`src/rtl/hbi_pkg.sv`:
```
package hbi_pkg;

  // Strobes sent from the sequencer to the datapath each cycle
  typedef struct packed {
    logic shiftIn;   // input sample accepted: advance delay line
    logic calc;      // capture both polyphase accumulations
    logic selCt;     // present center-tap result instead of outer-tap result
    logic swapCoef;  // frame boundary: shadow bank becomes active
  } hbiStrobe_t;

  typedef enum logic [1:0] {
    RND_FLOOR     = 2'd0,
    RND_HALF_UP   = 2'd1,
    RND_HALF_AWAY = 2'd2,
    RND_HALF_EVEN = 2'd3
  } rndMode_e;

  typedef enum logic [1:0] {
    SAT_WRAP  = 2'd0,
    SAT_CLAMP = 2'd1,
    SAT_SYM   = 2'd2,
    SAT_CLAMP2 = 2'd3
  } satMode_e;

  localparam int MAX_UPSHIFT = 47;

endpackage

```
`src/rtl/hbi_ctrl.sv`:
```
module hbi_ctrl
  import hbi_pkg::*;
#(
  parameter int FRAME_LEN = 4
) (
  input  logic       clk,
  input  logic       rstN,
  input  logic       inValid,
  input  logic       outReady,
  output logic       inReady,
  output logic       outValid,
  output hbiStrobe_t strobe
);

  localparam int CNT_W = (FRAME_LEN > 1) ? $clog2(FRAME_LEN) : 1;
  localparam logic [CNT_W-1:0] CNT_LAST = CNT_W'(FRAME_LEN - 1);

  typedef enum logic [1:0] {S_IDLE, S_CALC, S_OUT_EVEN, S_OUT_CT} state_e;

  state_e state, stateNext;
  logic [CNT_W-1:0] frameCnt;
  logic accept;

  assign accept = inValid && (state == S_IDLE);

  always_comb begin
    stateNext = state;
    unique case (state)
      S_IDLE:     if (inValid)  stateNext = S_CALC;
      S_CALC:                   stateNext = S_OUT_EVEN;
      S_OUT_EVEN: if (outReady) stateNext = S_OUT_CT;
      S_OUT_CT:   if (outReady) stateNext = S_IDLE;
      default:                  stateNext = S_IDLE;
    endcase
  end

  always_ff @(posedge clk) begin
    if (!rstN) begin
      state    <= S_IDLE;
      frameCnt <= '0;
    end else begin
      state <= stateNext;
      if (accept) frameCnt <= (frameCnt == CNT_LAST) ? '0 : frameCnt + 1'b1;
    end
  end

  always_comb begin
    inReady         = (state == S_IDLE);
    outValid        = (state == S_OUT_EVEN) || (state == S_OUT_CT);
    strobe.shiftIn  = accept;
    strobe.calc     = (state == S_CALC);
    strobe.selCt    = (state == S_OUT_CT);
    strobe.swapCoef = (state == S_IDLE) && (frameCnt == '0);
  end

endmodule

```
`src/rtl/hbi_datapath.sv`:
```
module hbi_datapath
  import hbi_pkg::*;
#(
  parameter int DATA_W = 16,
  parameter int COEF_W = 16,
  parameter int TAPS   = 7,
  parameter int ACC_W  = 64,
  parameter int IDX_W  = 2
) (
  input  logic                     clk,
  input  logic                     rstN,
  input  hbiStrobe_t               strobe,
  input  logic signed [DATA_W-1:0] inData,
  input  logic                     coefWrEn,
  input  logic [IDX_W-1:0]         coefWrIdx,
  input  logic signed [COEF_W-1:0] coefWrData,
  input  logic                     ctShiftMode,
  output logic signed [ACC_W-1:0]  accSel
);

  localparam int N      = (TAPS + 1) / 4;
  localparam int DEPTH  = 2 * N;
  localparam int PRE_W  = DATA_W + 1;
  localparam bit UPSHIFT_OK = (COEF_W == 16);
  localparam logic [IDX_W-1:0] LAST_IDX = IDX_W'(N);

  logic signed [DATA_W-1:0] delayLine [DEPTH];
  logic signed [COEF_W-1:0] shadowCoef [N+1];
  logic signed [COEF_W-1:0] activeCoef [N+1];
  logic                     activeShift;
  logic signed [ACC_W-1:0]  evenSum, ctTerm;
  logic signed [ACC_W-1:0]  accEven, accCt;

  // Shadow bank: written at any time, indices above N are dropped
  always_ff @(posedge clk) begin
    if (!rstN) begin
      for (int i = 0; i <= N; i++) shadowCoef[i] <= '0;
    end else if (coefWrEn && (coefWrIdx <= LAST_IDX)) begin
      shadowCoef[coefWrIdx] <= coefWrData;
    end
  end

  // Active bank and shift mode only change on a frame boundary
  always_ff @(posedge clk) begin
    if (!rstN) begin
      for (int i = 0; i <= N; i++) activeCoef[i] <= '0;
      activeShift <= 1'b0;
    end else if (strobe.swapCoef) begin
      activeCoef  <= shadowCoef;
      activeShift <= UPSHIFT_OK && ctShiftMode;
    end
  end

  // Delay line, newest sample at position 0
  always_ff @(posedge clk) begin
    if (!rstN) begin
      for (int i = 0; i < DEPTH; i++) delayLine[i] <= '0;
    end else if (strobe.shiftIn) begin
      delayLine[0] <= inData;
      for (int i = 1; i < DEPTH; i++) delayLine[i] <= delayLine[i-1];
    end
  end

  // Outer-tap polyphase: fold mirrored pairs, then one multiply per pair
  always_comb begin
    logic signed [PRE_W-1:0] folded;
    evenSum = '0;
    for (int j = 0; j < N; j++) begin
      folded  = PRE_W'(delayLine[j]) + PRE_W'(delayLine[DEPTH-1-j]);
      evenSum = evenSum + (ACC_W'(folded) * ACC_W'(activeCoef[j]));
    end
  end

  // Center-tap polyphase: single multiply, or a shift when enabled
  generate
    if (UPSHIFT_OK) begin : gCtShift
      localparam logic signed [COEF_W-1:0] AMT_MAX = COEF_W'(MAX_UPSHIFT);
      logic [5:0] shiftAmt;
      always_comb begin
        if (activeCoef[N][COEF_W-1])       shiftAmt = 6'd0;
        else if (activeCoef[N] > AMT_MAX)  shiftAmt = 6'(MAX_UPSHIFT);
        else                               shiftAmt = activeCoef[N][5:0];
        if (activeShift) ctTerm = ACC_W'(delayLine[N-1]) <<< shiftAmt;
        else             ctTerm = ACC_W'(delayLine[N-1]) * ACC_W'(activeCoef[N]);
      end
    end else begin : gCtMult
      always_comb ctTerm = ACC_W'(delayLine[N-1]) * ACC_W'(activeCoef[N]);
    end
  endgenerate

  always_ff @(posedge clk) begin
    if (!rstN) begin
      accEven <= '0;
      accCt   <= '0;
    end else if (strobe.calc) begin
      accEven <= evenSum;
      accCt   <= ctTerm;
    end
  end

  assign accSel = strobe.selCt ? accCt : accEven;

endmodule

```
`src/rtl/hbi_scaler.sv`:
```
module hbi_scaler
  import hbi_pkg::*;
#(
  parameter int ACC_W  = 64,
  parameter int DATA_W = 16,
  parameter int SHIFT  = 2
) (
  input  logic signed [ACC_W-1:0]  accIn,
  input  logic [1:0]               rndMode,
  input  logic [1:0]               satMode,
  output logic signed [DATA_W-1:0] outData
);

  localparam int EXT_W = ACC_W + 1;
  localparam logic signed [EXT_W-1:0] POS_LIM =
    {{(EXT_W-DATA_W+1){1'b0}}, {(DATA_W-1){1'b1}}};
  localparam logic signed [EXT_W-1:0] NEG_LIM = ~POS_LIM;
  localparam logic signed [EXT_W-1:0] NEG_SYM = NEG_LIM + 1'b1;

  logic signed [EXT_W-1:0] rounded;

  generate
    if (SHIFT == 0) begin : gNoShift
      assign rounded = EXT_W'(accIn);
    end else begin : gShift
      localparam logic [SHIFT-1:0] HALF = SHIFT'(1) << (SHIFT - 1);
      logic signed [ACC_W-1:0] floorVal;
      logic [SHIFT-1:0]        frac;
      logic                    bump;
      always_comb begin
        floorVal = accIn >>> SHIFT;
        frac     = accIn[SHIFT-1:0];
        unique case (rndMode_e'(rndMode))
          RND_FLOOR:     bump = 1'b0;
          RND_HALF_UP:   bump = (frac >= HALF);
          RND_HALF_AWAY: bump = accIn[ACC_W-1] ? (frac > HALF) : (frac >= HALF);
          RND_HALF_EVEN: bump = (frac > HALF) || ((frac == HALF) && floorVal[0]);
          default:       bump = 1'b0;
        endcase
        rounded = EXT_W'(floorVal) + EXT_W'(bump);
      end
    end
  endgenerate

  always_comb begin
    unique case (satMode_e'(satMode))
      SAT_WRAP: outData = rounded[DATA_W-1:0];
      SAT_SYM: begin
        if (rounded > POS_LIM)      outData = POS_LIM[DATA_W-1:0];
        else if (rounded < NEG_SYM) outData = NEG_SYM[DATA_W-1:0];
        else                        outData = rounded[DATA_W-1:0];
      end
      default: begin
        if (rounded > POS_LIM)      outData = POS_LIM[DATA_W-1:0];
        else if (rounded < NEG_LIM) outData = NEG_LIM[DATA_W-1:0];
        else                        outData = rounded[DATA_W-1:0];
      end
    endcase
  end

endmodule

```
`src/rtl/halfband_interp2.sv`:
```
module halfband_interp2
  import hbi_pkg::*;
#(
  parameter int DATA_W    = 16,
  parameter int COEF_W    = 16,
  parameter int TAPS      = 7,
  parameter int FRAME_LEN = 4,
  parameter int SHIFT     = 2,
  localparam int N        = (TAPS + 1) / 4,
  localparam int IDX_W    = (N + 1 > 2) ? $clog2(N + 1) : 1
) (
  input  logic                     clk,
  input  logic                     rstN,
  input  logic                     inValid,
  output logic                     inReady,
  input  logic signed [DATA_W-1:0] inData,
  output logic                     outValid,
  input  logic                     outReady,
  output logic signed [DATA_W-1:0] outData,
  input  logic                     coefWrEn,
  input  logic [IDX_W-1:0]         coefWrIdx,
  input  logic signed [COEF_W-1:0] coefWrData,
  input  logic                     ctShiftMode,
  input  logic [1:0]               rndMode,
  input  logic [1:0]               satMode
);

  localparam bit UPSHIFT_OK = (COEF_W == 16);
  localparam int SUM_W = DATA_W + 1 + COEF_W + ((N > 1) ? $clog2(N) : 0);
  localparam int UP_W  = DATA_W + MAX_UPSHIFT + 1;
  localparam int ACC_W = (UPSHIFT_OK && (UP_W > SUM_W)) ? UP_W : SUM_W;

  generate
    if (((TAPS + 1) % 4 != 0) || (TAPS < 3)) begin : gBadTaps
      $error("TAPS must satisfy (TAPS+1)/4 = positive integer");
    end
  endgenerate

  hbiStrobe_t strobe;
  logic signed [ACC_W-1:0] accSel;

  hbi_ctrl #(.FRAME_LEN(FRAME_LEN)) uCtrl (
    .clk      (clk),
    .rstN     (rstN),
    .inValid  (inValid),
    .outReady (outReady),
    .inReady  (inReady),
    .outValid (outValid),
    .strobe   (strobe)
  );

  hbi_datapath #(
    .DATA_W (DATA_W),
    .COEF_W (COEF_W),
    .TAPS   (TAPS),
    .ACC_W  (ACC_W),
    .IDX_W  (IDX_W)
  ) uPath (
    .clk         (clk),
    .rstN        (rstN),
    .strobe      (strobe),
    .inData      (inData),
    .coefWrEn    (coefWrEn),
    .coefWrIdx   (coefWrIdx),
    .coefWrData  (coefWrData),
    .ctShiftMode (ctShiftMode),
    .accSel      (accSel)
  );

  hbi_scaler #(
    .ACC_W  (ACC_W),
    .DATA_W (DATA_W),
    .SHIFT  (SHIFT)
  ) uScale (
    .accIn   (accSel),
    .rndMode (rndMode),
    .satMode (satMode),
    .outData (outData)
  );

endmodule

```
`config.mk`:
```
export PLATFORM = sky130hd
export DESIGN_NAME = halfband_interp2
export DESIGN_NICKNAME = d
export VERILOG_FILES = /design/src/rtl/hbi_pkg.sv /design/src/rtl/hbi_ctrl.sv /design/src/rtl/hbi_datapath.sv /design/src/rtl/hbi_scaler.sv /design/src/rtl/halfband_interp2.sv
export SDC_FILE = /design/constraint.sdc
export NUM_CORES = 2
export LEC_CHECK = 0
export ABC_AREA = 1
export BUFFER_PORTS_ARGS = -buffer_cell sky130_fd_sc_hd__buf_2
export CAP_MARGIN = 20
export CELL_PAD_IN_SITES_DETAIL_PLACEMENT = 0
export CELL_PAD_IN_SITES_GLOBAL_PLACEMENT = 1
export CORE_ASPECT_RATIO = 1.25
export CORE_MARGIN = 1.5
export CORE_UTILIZATION = 50
export CTS_CLUSTER_DIAMETER = 120
export DETAILED_ROUTE_END_ITERATION = 8
export PLACE_DENSITY = 0.92
export SLEW_MARGIN = 20
export SYNTH_ARGS = -nofsm -noshare
export SYNTH_HDL_FRONTEND = slang
export SYNTH_SLANG_ARGS = --single-unit
```
`constraint.sdc`:
```
create_clock -name clk -period 13.9 [get_ports clk]
set_input_delay 0.695 -clock clk [delete_from_list [all_inputs] [get_ports clk]]
set_output_delay 0.695 -clock clk [all_outputs]
set_load 0.02 [all_outputs]
```
==> impl_metrics.py <==
metrics = {
    "outcome": {
        "outcome": "finished clean",
    },
    "timing": {
        "tightest_slew_ns": 1.18,
        "setup_tns_ns": 0,
        "slew_headroom_pct": 21.5,
        "setup_viol": 0,
        "setup_slack_ns": 2.71,
        "finalClockSkew_ns": 0.0210,
        "post-route-min-period_ns": 11.19,
        "rsz0062_at_grt": "false",
        "post-route-period-util_pct": 80.5,
        "max_freq_ghz": 0.0894,
        "maxSlewViolCount": 0,
        "hold_violations": 0,
    },
    "placed_design": {
        "place_area_mm2": 0.0520,
        "dp.final_hpwl_um": 130000,
        "gp_congestion": 0.974,
        "portBuffers": 61,
        "pre_cts_slack_ns": 2.91,
    },
    "final_layout": {
        "mostFrequentLayoutCell": "nand2_1",
        "antenna_cells": 0,
        "multi_input_area_mm2": 0.0371,
        "nFillCells": 9911,
        "regArea_mm2": 0.00651,
        "layout_common_cells": "nand2_1, inv_1, fa_1, nor2_1, a21oi_1",
        "layout-drive-gt1-share_pct": 3.41,
        "final_nets": 8157,
        "final_area_mm2": 0.0533,
        "area_growth_pct": 5.22,
    },
    "clock_network": {
        "clk_pin_slew_ns": 0.07,
        "numCtsBuffers": 37,
        "clkLatencyLatePin_ns": 0.57,
        "cts_root_buf": "clkbuf_16",
        "postCtsHoldBufs": 0,
        "cts_max_path_buffers": 3,
        "htree_levels": 2,
        "cts_setup_buffers": 0,
        "cts_tree": "done",
        "cts_resized": 0,
        "cts.sinks": 293,
    },
    "global_route": {
        "track_usage_pct": 31.6,
        "grt_pass1_wl_um": 253000,
        "grt_max_degree": 115,
        "overflow": 0,
        "grt_pass1_vias": 45600,
        "antenna_found_initial": 1,
    },
    "floorplanning": {
        "initial_core_util_pct": 50.4,
        "die_h_um": 359,
        "top_level_ports": 62,
        "die_area_mm2": 0.103,
        "core_area_mm2": 0.101,
        "fp.dieW_um": 288,
        "std_cell_rows": 130,
    },
    "synth": {
        "yosysSeqAreaShare_pct": 12.8,
        "yosys_warnings": 0,
        "syn_avg_cell_area_um2": 7.16,
        "ys_ff_latch": 293,
        "synth_area_mm2": 0.0507,
        "synth_cells": 7075,
        "synth_nets": 8259,
        "synth_cell_types": 49,
    },
    "route": {
        "routed_wl_um": 158000,
        "ant_nets": 0,
        "vias_per_cell": 5.37,
        "drt_iter0_drc": 3200,
        "num_vias": 44700,
        "first_pass_iters": 6,
        "drc": 0,
        "wl_per_cell_um": 19.0,
    },
    "setup_path": {
        "startpoint": "uPath.delayLine[1][0]",
        "cp-start-kind": "flip-flop",
        "path_common_cell": "nand2_1",
        "reg2reg_from": "uPath.delayLine[1][0]",
        "cp_max_fo": 19,
        "cp-end-kind": "flip-flop",
        "crit_type": "reg -> reg",
        "max_stage_delay_ns": 0.82,
        "cp.arrival_ns": 11.68,
        "cp_slowest_cell": "edfxtp_1",
        "crit_required_ns": 14.39,
    },
    "worst_hold_path": {
        "min_path_type": "in -> reg",
        "hold_start": "ctShiftMode",
    },
    "flow_run": {
        "cap_violations": 0,
    },
}
[final timing paths]
path | cells after the start | endpoint | slack (ns)
setup / recovery | 51 | uPath.accEven[48] | 2.71
hold / removal | 3 | uPath.activeShift | 0.42
setup reg to reg | 51 | uPath.accEven[48] | 2.71
hold reg to reg | 2 | uPath.shadowCoef[38] | 0.45
[Yosys cell counts (all sizes together)]
master / count / area share, %
o31a: 1 / 0.017
o221ai: 7 / 0.12
a21o: 5 / 0.074
o22ai: 1 / 0.012
a211oi: 6 / 0.089
o31ai: 4 / 0.059
o21ai: 296 / 2.9
o21a: 11 / 0.16
o211ai: 13 / 0.19
buf: 42 / 0.44
nand3b: 8 / 0.12
a31oi: 30 / 0.37
a311oi: 1 / 0.017
nor3: 32 / 0.33
fa: 817 / 32
and2: 1 / 0.012
nand4: 47 / 0.58
inv: 1609 / 12
clkinv: 25 / 0.19
a21oi: 378 / 3.7
o311ai: 1 / 0.017
nand3: 279 / 2.8
nor4: 9 / 0.11
xnor2: 43 / 0.74
o21bai: 10 / 0.15
a21boi: 7 / 0.10
o2111ai: 3 / 0.052
ha: 323 / 8.0
a221oi: 1 / 0.017
nor2: 719 / 5.4
nand2: 1727 / 13
dfxtp: 229 / 9.0
edfxtp: 64 / 3.8
a22oi: 2 / 0.030
clkbuf: 206 / 1.5
or2: 44 / 0.54
xor2: 74 / 1.3
[cell families after synthesis]
family                   share of synthesized area, %
AO/OA/AOI/OAI                                    8.16
XOR/XNOR                                         2.02
adder cells (fa/ha/maj)                          40.3
buffers and inverters                            14.1
flip-flops                                       12.8
AND/OR/NAND/NOR                                  22.6
[layer usage]
layer | GRT usage [%] | share of wire [%]
met1 | 38.7 | 39
met4 | 16.5 | 6.2
met2 | 53.9 | 49
met3 | 4.25 | 6.2
met5 | 0 | 0
[area by class of cell]
| class | count | area share [%] |
|---|---|---|
| tap | 1320 | 3.10 |
| multi-input combinational | 4900 | 69.6 |
| timing repair buffer | 107 | 1.23 |
| clock buffer | 49 | 1.97 |
| clock inverter | 18 | 0.415 |
| sequential | 293 | 12.2 |
| inverter | 1634 | 11.5 |
[state kept, by name, indices dropped and copies added (netlist names)]
name,flops
uPath.accCt,64
uPath.accEven,64
uPath.delayLine,64
uPath.activeCoef,48
uPath.shadowCoef,48
uCtrl.frameCnt,2
uCtrl.state,2
uPath.activeShift,1
[critical path: cells and delay by family (launching register included)]
kind	cells	cell delay [ns]
buf+inv	6	0.56
compound gates	14	2.50
fa+ha+maj	10	4.42
flops	1	0.82
xor+xnor	1	0.16
simple gates	20	2.62
[through the flow]
step / hold slack [ns] / std cells / utilization, %
after floorplan: 0.420 / 7075 / -
after global placement: 0.431 / 8254 / 51.8
after detailed placement: 0.436 / 8254 / 51.8
after CTS: 0.410 / 8321 / 53.0
after global routing: 0.427 / 8321 / 53.0
final: 0.424 / 8321 / 53.0
Power is not shown: default switching activity piles up to over one toggle a cycle in this logic, so the estimate is an artifact.
